### config.mk
export PLATFORM = sky130hd
export DESIGN_NAME = raster_sync_gen
export DESIGN_NICKNAME = d
export VERILOG_FILES = /design/src/rtl/rsg_pkg.sv /design/src/rtl/rsg_regfile.sv /design/src/rtl/rsg_span.sv /design/src/rtl/raster_sync_gen.sv
export SDC_FILE = /design/constraint.sdc
export NUM_CORES = 1
export LEC_CHECK = 0
export BUFFER_PORTS_ARGS = -buffer_cell sky130_fd_sc_hd__buf_2
export CAP_MARGIN = 10
export CORE_MARGIN = 1
export CORE_UTILIZATION = 30
export CTS_CLUSTER_SIZE = 10
export DETAILED_ROUTE_END_ITERATION = 8
export GPL_ROUTABILITY_DRIVEN = 0
export PLACE_DENSITY_LB_ADDON = 0.3
export REMOVE_ABC_BUFFERS = 1
export SLEW_MARGIN = 20
export SYNTH_ARGS = -nofsm -noshare
export SYNTH_HDL_FRONTEND = slang
export SYNTH_SLANG_ARGS = --single-unit
export TNS_END_PERCENT = 5
### constraint.sdc
create_clock -name clk -period 4.6 [get_ports clk]
set_input_delay 0.46 -clock clk [delete_from_list [all_inputs] [get_ports clk]]
set_output_delay 0.46 -clock clk [all_outputs]
set_load 0.05 [all_outputs]
### src/rtl/rsg_pkg.sv
package rsg_pkg;

   localparam int NREG = 12;

   // register addresses
   localparam int A_CTRL      = 0;
   localparam int A_LINE_LEN  = 1;
   localparam int A_HS_ON     = 2;
   localparam int A_HS_OFF    = 3;
   localparam int A_HB_ON     = 4;
   localparam int A_HB_OFF    = 5;
   localparam int A_FRAME_LEN = 6;
   localparam int A_VS_ON     = 7;
   localparam int A_VS_OFF    = 8;
   localparam int A_VB_ON     = 9;
   localparam int A_VB_OFF    = 10;
   localparam int A_MID       = 11;

   // control word bit positions
   localparam int B_HS_POS   = 1;
   localparam int B_VS_POS   = 2;
   localparam int B_CS_POS   = 3;
   localparam int B_BLANK_EN = 4;
   localparam int B_PAL      = 6;
   localparam int B_VAR_TOT  = 8;
   localparam int B_VAR_H    = 9;
   localparam int B_VAR_VS   = 10;
   localparam int B_VAR_VB   = 13;

   // built-in timing
   localparam logic [15:0] FIX_LINE       = 16'h00E3;
   localparam logic [15:0] FIX_FRAME_625  = 16'h0137;
   localparam logic [15:0] FIX_FRAME_525  = 16'h0105;
   localparam logic [15:0] FIX_HS_ON      = 16'h000F;
   localparam logic [15:0] FIX_HS_OFF     = 16'h0019;
   localparam logic [15:0] FIX_HB_ON      = 16'h0001;
   localparam logic [15:0] FIX_HB_OFF     = 16'h0021;
   localparam logic [15:0] FIX_VS_ON      = 16'h0002;
   localparam logic [15:0] FIX_VS_OFF     = 16'h0004;
   localparam logic [15:0] FIX_VB_ON      = 16'h0000;
   localparam logic [15:0] FIX_VB_OFF     = 16'h001C;
   localparam logic [15:0] FIX_MID        = 16'h0071;

   function automatic logic [15:0] reset_value(input int idx);
      case (idx)
         A_LINE_LEN:  return FIX_LINE;
         A_HS_ON:     return FIX_HS_ON;
         A_HS_OFF:    return FIX_HS_OFF;
         A_HB_ON:     return FIX_HB_ON;
         A_HB_OFF:    return FIX_HB_OFF;
         A_FRAME_LEN: return FIX_FRAME_625;
         A_VS_ON:     return FIX_VS_ON;
         A_VS_OFF:    return FIX_VS_OFF;
         A_VB_ON:     return FIX_VB_ON;
         A_VB_OFF:    return FIX_VB_OFF;
         A_MID:       return FIX_MID;
         default:     return 16'h0000;
      endcase
   endfunction

endpackage

### src/rtl/rsg_regfile.sv
module rsg_regfile #(
   parameter int NREG = 12,
   parameter int DW   = 16,
   parameter int AW   = 4
) (
   input  logic                     clk,
   input  logic                     rst_n,
   input  logic                     wr_en,
   input  logic [AW-1:0]            wr_addr,
   input  logic [DW-1:0]            wr_data,
   input  logic                     commit,
   output logic [NREG-1:0][DW-1:0]  live
);
   logic [NREG-1:0][DW-1:0] staged;

   always_ff @(posedge clk or negedge rst_n) begin
      if (!rst_n) begin
         for (int i = 0; i < NREG; i++) begin
            staged[i] <= DW'(rsg_pkg::reset_value(i));
            live[i]   <= DW'(rsg_pkg::reset_value(i));
         end
      end else begin
         if (commit)
            live <= staged;
         if (wr_en && (32'(wr_addr) < NREG))
            staged[wr_addr] <= wr_data;
      end
   end
endmodule

### src/rtl/rsg_span.sv
module rsg_span #(
   parameter int W = 8
) (
   input  logic         clk,
   input  logic         rst_n,
   input  logic         step,
   input  logic [W-1:0] cnt,
   input  logic [W-1:0] on_at,
   input  logic [W-1:0] off_at,
   output logic         active
);
   always_ff @(posedge clk or negedge rst_n) begin
      if (!rst_n)
         active <= 1'b0;
      else if (step) begin
         if (cnt == on_at)
            active <= 1'b1;
         else if (cnt == off_at)
            active <= 1'b0;
      end
   end
endmodule

### src/rtl/raster_sync_gen.sv
module raster_sync_gen #(
   parameter int HW = 8,
   parameter int VW = 9,
   parameter int AW = 4,
   parameter int DW = 16
) (
   input  logic          clk,
   input  logic          rst_n,
   input  logic [HW-1:0] h_cnt,
   input  logic [VW-1:0] v_cnt,
   input  logic          long_field,
   input  logic          wr_en,
   input  logic [AW-1:0] wr_addr,
   input  logic [DW-1:0] wr_data,
   output logic          hsync_o,
   output logic          vsync_o,
   output logic          csync_o,
   output logic          blank_o,
   output logic          line_end_o,
   output logic          frame_end_o
);
   import rsg_pkg::*;

   localparam int NSPAN = 2;

   if (HW < 8 || HW > DW || VW < 9 || VW > DW || (2**AW) < NREG) begin : g_param_check
      $error("raster_sync_gen: parameter set out of range");
   end

   logic [NREG-1:0][DW-1:0] regs;
   logic [DW-1:0]           ctl;
   logic [HW-1:0]           line_len;
   logic [VW-1:0]           frame_len;
   logic [HW-1:0]           v_edge;
   logic [NSPAN-1:0][HW-1:0] h_on, h_off;
   logic [NSPAN-1:0][VW-1:0] v_on, v_off;
   logic [NSPAN-1:0]        h_act, v_act, v_step;
   logic                    cs_act;
   logic                    unused_bits;

   rsg_regfile #(.NREG(NREG), .DW(DW), .AW(AW)) u_regs (
      .clk     (clk),
      .rst_n   (rst_n),
      .wr_en   (wr_en),
      .wr_addr (wr_addr),
      .wr_data (wr_data),
      .commit  (line_end_o),
      .live    (regs)
   );

   assign ctl         = regs[A_CTRL];
   assign unused_bits = ^regs;

   // totals and line/frame ends
   assign line_len  = ctl[B_VAR_TOT] ? regs[A_LINE_LEN][HW-1:0] : HW'(FIX_LINE);
   assign frame_len = ctl[B_VAR_TOT] ? regs[A_FRAME_LEN][VW-1:0] :
                      (ctl[B_PAL] ? VW'(FIX_FRAME_625) : VW'(FIX_FRAME_525));
   assign line_end_o  = (h_cnt == line_len);
   assign frame_end_o = line_end_o && (v_cnt == frame_len);

   // horizontal group: index 0 sync, index 1 blank
   assign h_on[0]  = ctl[B_VAR_H] ? regs[A_HS_ON][HW-1:0]  : HW'(FIX_HS_ON);
   assign h_off[0] = ctl[B_VAR_H] ? regs[A_HS_OFF][HW-1:0] : HW'(FIX_HS_OFF);
   assign h_on[1]  = ctl[B_VAR_H] ? regs[A_HB_ON][HW-1:0]  : HW'(FIX_HB_ON);
   assign h_off[1] = ctl[B_VAR_H] ? regs[A_HB_OFF][HW-1:0] : HW'(FIX_HB_OFF);

   // vertical group: index 0 sync, index 1 blank
   assign v_on[0]  = ctl[B_VAR_VS] ? regs[A_VS_ON][VW-1:0]  : VW'(FIX_VS_ON);
   assign v_off[0] = ctl[B_VAR_VS] ? regs[A_VS_OFF][VW-1:0] : VW'(FIX_VS_OFF);
   assign v_on[1]  = ctl[B_VAR_VB] ? regs[A_VB_ON][VW-1:0]  : VW'(FIX_VB_ON);
   assign v_off[1] = ctl[B_VAR_VB] ? regs[A_VB_OFF][VW-1:0] : VW'(FIX_VB_OFF);

   // vertical sync moves to mid-line during the long field
   assign v_edge    = long_field ? regs[A_MID][HW-1:0] : '0;
   assign v_step[0] = (h_cnt == v_edge);
   assign v_step[1] = (h_cnt == '0);

   for (genvar gi = 0; gi < NSPAN; gi++) begin : g_span
      rsg_span #(.W(HW)) u_h (
         .clk    (clk),
         .rst_n  (rst_n),
         .step   (1'b1),
         .cnt    (h_cnt),
         .on_at  (h_on[gi]),
         .off_at (h_off[gi]),
         .active (h_act[gi])
      );
      rsg_span #(.W(VW)) u_v (
         .clk    (clk),
         .rst_n  (rst_n),
         .step   (v_step[gi]),
         .cnt    (v_cnt),
         .on_at  (v_on[gi]),
         .off_at (v_off[gi]),
         .active (v_act[gi])
      );
   end

   // composite: serrated (inverted) during vertical sync
   assign cs_act  = h_act[0] ^ v_act[0];

   assign hsync_o = ~(h_act[0] ^ ctl[B_HS_POS]);
   assign vsync_o = ~(v_act[0] ^ ctl[B_VS_POS]);
   assign csync_o = ~(cs_act   ^ ctl[B_CS_POS]);
   assign blank_o = ctl[B_BLANK_EN] & (h_act[1] | v_act[1]);

endmodule

==> results.md, run 1 <==
* Final setup violation count at 0
* Die area at 34,070 µm²
* Post-synth top flop: dfrtp_1
* Placed Area at 10,570 µm²
* Worst path bufs/invs at 2
* Core Footprint at 32,700 µm²
* DR vias at 6,505
* #FFs+latches synth at 208
* Synth area leaders: dfrtp_1 (37%), mux2_2 (16%), dfstp_2 (16%)
* Setup tns final at 0 ns
* Die H at 184.6 µm
* DRT Pass-1 Iters at 5
* Syn Std Cell Area at 10000 µm²
* Slowest Stage Delay on Critical Path at 0.71 ns
* FFs w/ async S/R, synth at 1.000
* Final #Nets at 882
* Highest clock rate at 257.6 MHz
* Max-cap viol count at 0
* RSZ-0062 raised after global routing: false
* CP Data Required Time at 4.14 ns
* Deepest clock path buffer count at 3
* Setup crit start kind: flip-flop
* Crit-path slowest cell: dfrtp_1
* Post-cts sizing count at 0
* GRT Resource Usage Total at 0.1474
* Layout Cells excl Fill at 1,299
* WS Path Type: reg -> out
* DRT iter0 DRCs at 387
* Pins over their slew limit at 0
* Fin crit period at 3.882 ns
* Clock net sink count at 208
* Root buf cell: clkbuf_16
* PortBufs at 42
* First-pass GRT wire length at 38,320 µm
* Final antenna-violating net count at 0
* Worst Path Max Fanout at 15
* Ys Warns at 0
* CTS Buf Count at 24
* Number of synthesized flops with an enable pin at 0
* Fillers at 3,277
* Total wire length at 24,190 µm
* Ordered list of cells on the worst path: or3b_1, a21boi_0, o21ai_1, a2111oi_0, buf_4, nor4b_1, buf_2
* Cell area after layout at 11,300 µm²
* Synth Instances at 819
* H-tree depth at 1
* Yosys top cell by area: dfrtp_1
* TritonCTS clock tree: built
* Crit end category: primary output
* I/O pins at 47
* Post-synth cell types at 52
* Die Wd at 184.6 µm
* Worst ir drop on vdd at 0.2617 mV
* Final Cycle Share at 0.8440
* Routed len/inst at 18.63 µm
* Arrival time at the worst endpoint at 3.42 ns
* Antenna violations before repair at 2
* Syn avg cell area at 12.21 µm²
* CP delay by family, top: simple AND/OR/NAND/NOR gates
* Top cell type's share of synthesized area at 0.3704
* Static Leak at 4.719 nW
* Post-synth top cells: dfrtp_1 (148), mux2_2 (145), o21ai_0 (62)
* Clock transition at the registers of the reported paths at 0.06 ns
* P per Cell Area at 405.0 nW/µm²
* Largest net degree at the start of global routing at 139
* Worst rel slew slack at 0.2708
* Congestion Overflow GR at 0
* Status: finished, final reports clean
* Clock skew at 0.02220 ns
* Top-count cell post-synth: dfrtp_1
* Power Total at 4.575 mW
* Layout cells sized above 1 at 0.3364
* Class of the worst hold path: in -> reg
* Number of global-route vias before repair at 6,510
* Vias per Instance at 5.008
* Area grow syn2layout at 12.98%
* Inst Count DP at 1,255
* Skew-Pair Late Insertion Delay at 0.52 ns
* Setup bufs post-CTS at 0
* # DRC at 0
* Hold Violations, Final at 0
* FP Rows at 66
* Actual transition at the worst max-transition pin at 1.090 ns
* Initial Util at 0.3058
* Sequential-to-total area share from yosys stat at 0.5280
* HPWL Detailed at 15,430 µm
==> cells in the final DEF (no fill, tap or decap), types with 16 or more instances in the layout <==
cell type  netlist  routed
xor2_1          20      20
a22oi_1         21      21
mux2_2         145     145
xnor2_1         32      32
nand3_1         26      26
inv_1           21      21
o21ai_0         62      62
clkbuf_1        35      16
mux2_1          48      48
clkbuf_16        0      24
buf_2            7      41
nor2_1          30      30
dfstp_2         60      60
dfrtp_1        148     148
nand2_1         37      37
==> logic make-up (layout without fill, tap and decap cells) <==
logic type / after synthesis / after routing / share of synthesized area
AOI/OAI and AO/OA: 147 / 147 / 0.09910
xor gates and xnor gates: 52 / 52 / 0.04555
buffers and inverters: 74 / 111 / 0.03278
DFF: 208 / 208 / 0.5280
muxes: 194 / 194 / 0.2183
other: 0 / 1 / 0
and+or+nand+nor: 144 / 144 / 0.07620
==> final timing paths <==
path                              startpoint           endpoint  slack (ns)  depth (start not counted)
max in group asynchronous              rst_n  u_regs.staged[17]        2.78                          4
max                           u_regs.live[8]        frame_end_o        0.72                          7
min                              wr_data[13]  u_regs.staged[13]        0.17                          2
max reg2reg                   u_regs.live[8]   u_regs.live[183]        1.78                          6
min in group asynchronous              rst_n  u_regs.staged[82]        0.50                          2
min reg2reg                u_regs.staged[51]    u_regs.live[51]        0.48                          2
==> per-layer routing <==
layer	global-route usage	vias to the layer above	wire, µm
met5	0	-	21
met3	0.02667	40	917
met1	0.2041	3348	11780
met2	0.2374	97	11010
li1	-	3016	-
met4	0.03400	4	465
==> final cells by class <==
cell class | instances | area (µm²) | share of cell area
multi-input combinational | 537 | 4398 | 0.3893
clock inverter | 1 | 16.27 | 0.001440
sequential | 208 | 5280 | 0.4674
clock buffer | 40 | 660.6 | 0.05848
inverter | 21 | 78.83 | 0.006978
antenna | 1 | 2.502 | 0.0002215
timing repair buffer | 49 | 307.8 | 0.02725
tap | 442 | 553.0 | 0.04895
==> timing repair <==
item	4_1_cts	5_1_grt
endpoints found under the hold margin	0	42
hold buffers	0	1
setup endpoints to repair	0	0
==> state kept, by name (all words and copies together) (netlist names) <==
name / count
g_span.u_h.active: 2
g_span.u_v.active: 2
u_regs.live: 102
u_regs.staged: 102
==> through the flow <==
stage / setup WS, ns / util / hold WS [ns]
finish: 0.7178 / 0.3455 / 0.1701
global route: 0.4423 / 0.3454 / 0.1603
CTS: 0.6663 / 0.3440 / 0.1312
detailed placement: 1.193 / 0.3233 / 0.4723
global placement: 1.266 / 0.3233 / 0.4652
floorplan: -1.322 / - / 0.1644
==> report_power, final <==
| part | switching, mW | leakage, nW | internal (mW) |
|---|---|---|---|
| clock | 0.725 | 0.322 | 0.971 |
| sequential | 0.172 | 2.55 | 2.17 |
| combinational | 0.252 | 1.85 | 0.283 |
| total | 1.15 | 4.72 | 3.43 |
No activity file was read; power rests on OpenSTA's default activity.
==> run 2, diff against run 1 <==
==> constraint.sdc (replaced) <==
create_clock -name clk -period 3.6 [get_ports clk]
set_input_delay 0.36 -clock clk [delete_from_list [all_inputs] [get_ports clk]]
set_output_delay 0.36 -clock clk [all_outputs]
set_load 0.05 [all_outputs]
==> run 2 against run 1 <==
- design area increased by 0.74%
- sequential share of layout area decreased by 0.34 points
- critical path type unchanged
- largest power group unchanged
- global-route usage grew 0.11 points
- final cell count rose by 0.69%
- clock skew is 0.0069 ns lower
- via count increased by 0.98%
- non-clock buffer count is 8 higher
- largest cell class unchanged
- flip-flop and latch count unchanged
- first-iteration DRC count decreased by 12%
- clock power is 29% higher
- register-to-register slack lost 0.78 ns
- sequential power increased by 28%
==> results.md, run 2 (synthesis gave the netlist of run 1 again) <==
* Status: finished, final reports clean
* Met1 GRT Util at 0.2147 (+0.01056)
* Root buf cell: clkbuf_16
* Most common cell after layout, fill and taps aside: dfrtp_1
* Fillers at 3,297 (+0.61%)
* Clock net sink count at 208 (unchanged)
* Crit end category: primary output
* Setup tns final at 0 ns (unchanged)
* Total wire length at 24,570 µm (+1.5%)
* Core Footprint at 32,700 µm² (unchanged)
* RSZ-0062 raised after global routing: false
* FP Rows at 66 (unchanged)
* Reg area at 5280 µm² (unchanged)
* Biggest regs: u_regs.live (102), u_regs.staged (102)
* Hold Path Sink: u_regs.staged[13]
* GRT busiest layer: met2
* Crit. Startpoint: u_regs.live[8]
* Pins over their slew limit at 0 (unchanged)
* PortBufs at 42 (unchanged)
* Final setup violation count at 0 (unchanged)
* HPWL Detailed at 15,850 µm (+2.7%)
* Initial Util at 0.3058 (unchanged)
* TritonCTS clock tree: built
* Arrival time at the worst endpoint at 3.04 ns (-0.38 ns)
* Routed len/inst at 18.78 µm (+0.83%)
* Most frequent cells in the layout: dfrtp_1 (148), mux2_2 (145), o21ai_0 (62)
* Final Cycle Share at 0.9446
* Static Leak at 4.765 nW (+0.97%)
* Hold Startpoint: wr_data[13]
* Actual transition at the worst max-transition pin at 1.080 ns (-0.009881 ns)
* Footprint of the multi-input gates at 4399 µm² (about the same)
* Vias per Instance at 5.022 (+0.29%)
* Max-cap viol count at 0 (unchanged)
* Largest net degree at the start of global routing at 77 (-45%)
* Die Wd at 184.6 µm (unchanged)
* Placed Area at 10,680 µm² (+0.99%)
* Congestion Overflow GR at 0 (unchanged)
* Area grow syn2layout at 13.81%
* R2R Setup Slk at 1.00 ns (-0.78 ns)
* DRT Pass-1 Iters at 4 (-1)
* Antenna violations before repair at 3 (+1)
* Cell area after layout at 11,380 µm² (+0.74%)
* Fin crit period at 3.401 ns
* P per Cell Area at 516.6 nW/µm² (+28%)
* Clock skew at 0.01531 ns (-0.006889 ns)
* Final #Nets at 890 (+0.91%)
* H-tree depth at 1 (unchanged)
* I/O pins at 47 (unchanged)
* Die H at 184.6 µm (unchanged)
* # DRC at 0 (unchanged)
* Class of the worst hold path: in -> reg
* Worst Path Max Fanout at 10 (-5)
* FF-to-FF End: u_regs.live[103]
* GR Layer Usage met3 at 0.02371 (-0.002964)
* WS Path Type: reg -> out
* Worst R2R Path Depth at 6 (unchanged)
* DRT iter0 DRCs at 339 (-12%)
* Worst rel slew slack at 0.2775 (+0.006612)
* Worst ir drop on vdd at 0.3434 mV (+31%)
* Deepest clock path buffer count at 3 (unchanged)
* Skew-Pair Late Insertion Delay at 0.52 ns (about the same)
* DR vias at 6,569 (+0.98%)
* Highest clock rate at 294.1 MHz
* Die area at 34,070 µm² (unchanged)
* First-pass GRT wire length at 38,360 µm (about the same)
* GRT Resource Usage Total at 0.1484 (+0.001052)
* Post-route setup slack at 0.1994 ns (-0.5184 ns)
* Placement Setup Slack at 0.4514 ns (-0.7412 ns)
* Met2 Use GR at 0.2267 (-0.01072)
* CP Data Required Time at 3.24 ns (-0.90 ns)
* Ant. Diodes at 0 (-1)
* Worst flop-to-flop path startpoint: u_regs.live[8]
* Number of global-route vias before repair at 6,336 (-2.7%)
* Final antenna-violating net count at 0 (unchanged)
* Clock transition at the registers of the reported paths at 0.06 ns (about the same)
* Hold Violations, Final at 0 (unchanged)
* CTS Buf Count at 24 (unchanged)
* Setup crit start kind: flip-flop
* Layout cells sized above 1 at 0.3418 (+0.005353)
* Hold Path Cell Cnt at 2 (unchanged)
run 2: where the power goes:
part / internal (mW) / switching (mW) / leakage (nW) / total, mW
Sequential: 2.77 / 0.219 / 2.55 / 2.99
Clock: 1.25 / 0.944 / 0.324 / 2.19
Combinational: 0.365 / 0.328 / 1.89 / 0.694
run 2: metrics by stage:
stage	hold slack, ns	utilization	power [mW]	cells
2_1_floorplan	0.06441	-	3.437	766
3_3_place_gp	0.3735	0.3266	3.695	1264
3_5_place_dp	0.3718	0.3266	3.729	1264
4_1_cts	0.04001	0.3478	5.975	1308
5_1_grt	0.04651	0.3480	6.174	1308
6_report	0.07026	0.3480	5.880	1308
run 2: what timing repair did:
item / 4_1_cts / 5_1_grt
gates resized for setup: 1 / 1
hold endpoints to repair: 44 / 0
hold buffers: 1 / 0
setup buffers: 0 / 0
endpoints found under the setup margin: 1 / 1
run 2: cell type report:
class	instances	area share
flip-flops and latches	208	0.4639
clock buffers	42	0.05871
repair buffers	57	0.03386
multi-input cells	537	0.3865
inverters	21	0.006926
well taps	442	0.04859
clock inverters	1	0.001429
run 2: worst max-delay path, stage by stage, from the launching register on:
cell and delay, ns:
dfrtp_1 0.52, or3b_1 0.37, a21boi_0 0.17, o21ai_1 0.14
a2111oi_1 0.52, buf_4 0.22, nor4b_2 0.26, buf_2 0.33
run 2: worst max path at each step:
stage	cells past startpoint	to	slack (ns)
final	7	frame_end_o	0.20
after global routing	7	frame_end_o	0.03
after CTS	7	frame_end_o	0.004
after detailed placement	7	frame_end_o	0.45
after global placement	7	frame_end_o	0.32
after floorplan	4	frame_end_o	-2.21
run 2: per-layer routing:
metal / share of wire / vias up
li1: - / 3036
met2: 0.44 / 130
met1: 0.49 / 3361
met3: 0.041 / 38
met4: 0.027 / 4
met5: 0.0011 / -
==> run 3, diff against run 2 <==
==> constraint.sdc (replaced) <==
create_clock -name clk -period 3.6 [get_ports clk]
set_input_delay 0.18 -clock clk [delete_from_list [all_inputs] [get_ports clk]]
set_output_delay 0.18 -clock clk [all_outputs]
set_load 0.05 [all_outputs]
==> run 3 against run 2 <==
- critical path depth unchanged
- fmax increased by 6.2%
- final cell count decreased by 0.15%
- clock power about the same
- die area is the same
- combinational power fell by 0.6%
- routed wire length is 0.14% lower
- core utilization fell by 0.10 points
- clock-buffer cell count did not move
- power hardly changed
- global-route usage rose by 0.21 points
- sequential share of layout area up 0.14 points
- largest cell class unchanged
- highest routed layer unchanged
==> results.md, run 3 (synthesis gave the netlist of run 1 again) <==
* Status: finished, final reports clean
* Layout cells sized above 1 at 0.3368 (-0.004996)
* Root buf cell: clkbuf_16
* Antenna violations before repair at 2 (-1)
* Largest net degree at the start of global routing at 117 (+52%)
* Clock transition at the registers of the reported paths at 0.06 ns (about the same)
* TritonCTS clock tree: built
* FP Rows at 66 (unchanged)
* Area grow syn2layout at 13.49%
* Final antenna-violating net count at 0 (unchanged)
* GRT Resource Usage Total at 0.1505 (+0.002100)
* CP Data Required Time at 3.42 ns (+0.18 ns)
* Arrival time at the worst endpoint at 3.02 ns (-0.02 ns)
* Total wire length at 24,530 µm (-0.14%)
* First-pass GRT wire length at 38,980 µm (+1.6%)
* Final setup violation count at 0 (unchanged)
* Most frequent cells in the layout: dfrtp_1 (147), mux2_2 (145), o21ai_0 (62)
* Placed Area at 10,610 µm² (-0.66%)
* Die H at 184.6 µm (unchanged)
* Worst Path Max Fanout at 10 (unchanged)
* DRT Pass-1 Iters at 5 (+1)
* WS Path Type: reg -> out
* Ant. Diodes at 0 (unchanged)
* Setup crit start kind: flip-flop
* RSZ-0062 raised after global routing: false
* Core Footprint at 32,700 µm² (unchanged)
* Deepest clock path buffer count at 3 (unchanged)
* Biggest regs: u_regs.live (102), u_regs.staged (102)
* Static Leak at 4.744 nW (-0.44%)
* Die area at 34,070 µm² (unchanged)
* Class of the worst hold path: in -> reg
* Initial Util at 0.3058 (unchanged)
* Pins over their slew limit at 0 (unchanged)
* Worst ir drop on vdd at 0.3070 mV (-11%)
* I/O pins at 47 (unchanged)
* Skew-Pair Late Insertion Delay at 0.52 ns (about the same)
* Vias per Instance at 5.015 (-0.14%)
* Hold Violations, Final at 0 (unchanged)
* DR vias at 6,550 (-0.29%)
* Met2 Use GR at 0.2385 (+0.01177)
* Cell area after layout at 11,350 µm² (-0.29%)
* Setup bufs post-CTS at 0 (unchanged)
* Highest clock rate at 312.2 MHz (+6.2%)
* DRT iter0 DRCs at 479 (+41%)
* Routed len/inst at 18.78 µm (about the same)
* PortBufs at 42 (unchanged)
* Die Wd at 184.6 µm (unchanged)
* Worst rel slew slack at 0.2590 (-0.01847)
* Clock net sink count at 208 (unchanged)
* Met1 GRT Util at 0.2167 (+0.002066)
* Number of global-route vias before repair at 6,431 (+1.5%)
* # DRC at 0 (unchanged)
* Actual transition at the worst max-transition pin at 1.107 ns (+0.02760 ns)
* Max-cap viol count at 0 (unchanged)
* Fin util at 0.3470 (-0.0009950)
* Power Total at 5.874 mW (about the same)
* P per Cell Area at 517.6 nW/µm² (+0.19%)
* Clock skew at 0.02176 ns (+0.006451 ns)
* GRT busiest layer: met2
* CTS Buf Count at 24 (unchanged)
* Congestion Overflow GR at 0 (unchanged)
* Crit end category: primary output
* Fin crit period at 3.203 ns (-0.1977 ns)
* Hold_ws at 0.1943 ns (+0.1241 ns)
* Most common cell after layout, fill and taps aside: dfrtp_1
* GR Layer Usage met3 at 0.02351 (-0.0001976)
* HPWL Detailed at 15,440 µm (-2.6%)
* Final #Nets at 888 (-0.22%)
* H-tree depth at 1 (unchanged)
* Final Cycle Share at 0.8897 (-0.05491)
-- run 3: changes by cell type in the layout (fill, tap and decap cells not counted) --
cell	before	now
buf_12	4	2
buf_4	10	6
dfrtp_1	148	147
dfrtp_2	0	1
dlygate4sd3_1	1	5
nor2_1	30	29
nor2_2	0	1
nor4b_1	1	2
nor4b_2	1	0
-- run 3: what timing repair did --
| action | in CTS | in global routing |
|---|---|---|
| resized for setup | 0 | 1 |
| setup endpoints to repair | 0 | 1 |
| endpoints found under the hold margin | 79 | 0 |
| hold buffers | 5 | 0 |
-- run 3: power by group --
group          internal (mW)  leakage (nW)  switching, mW
clock network           1.25         0.324          0.940
registers               2.77          2.55          0.219
logic                  0.365          1.87          0.326
total                   4.39          4.74           1.49
-- run 3: path summary, 6_finish.rpt --
kind | slack [ns] | to | startpoint | depth (start not counted)
worst max-delay path | 0.40 | frame_end_o | u_regs.live[8] | 7
worst min-delay path | 0.19 | u_regs.staged[96] | wr_data[0] | 2
worst max register to register | 0.89 | u_regs.live[49] | u_regs.live[8] | 6
worst min register to register | 0.48 | u_regs.live[51] | u_regs.staged[51] | 2
max in group asynchronous | 2.24 | u_regs.staged[98] | rst_n | 3
min in group asynchronous | 0.33 | u_regs.live[37] | rst_n | 2
-- run 3: layer usage --
metal	routed length [µm]	share of wire
met1	12100	0.49
met5	16	0.00065
met2	11180	0.46
met4	352	0.014
met3	881	0.036
-- run 3: through the flow --
step                      instances  TNS, ns  setup slack [ns]
after floorplan                 766  -177.88            -2.030
after detailed placement       1258        0            0.8104
after CTS                      1306        0            0.2087
after global routing           1306        0           0.06061
final                          1306        0            0.3970
after global placement         1258        0            0.7492
-- run 3: final cells by class --
class,instances,area [µm²]
fillers,3328,21350
flip-flops and latches,208,5281
multi-input cells,537,4395
clock buffers,42,668.1
well taps,442,553.0
repair buffers,55,355.3
inverters,21,78.83
clock inverters,1,16.27
-- run 3: critical path, cell delays in order, from the launching register on --
cell	delay, ns
dfrtp_1	0.52
or3b_1	0.38
a21boi_0	0.19
o21ai_1	0.15
a2111oi_1	0.42
buf_4	0.21
nor4b_1	0.29
buf_2	0.33
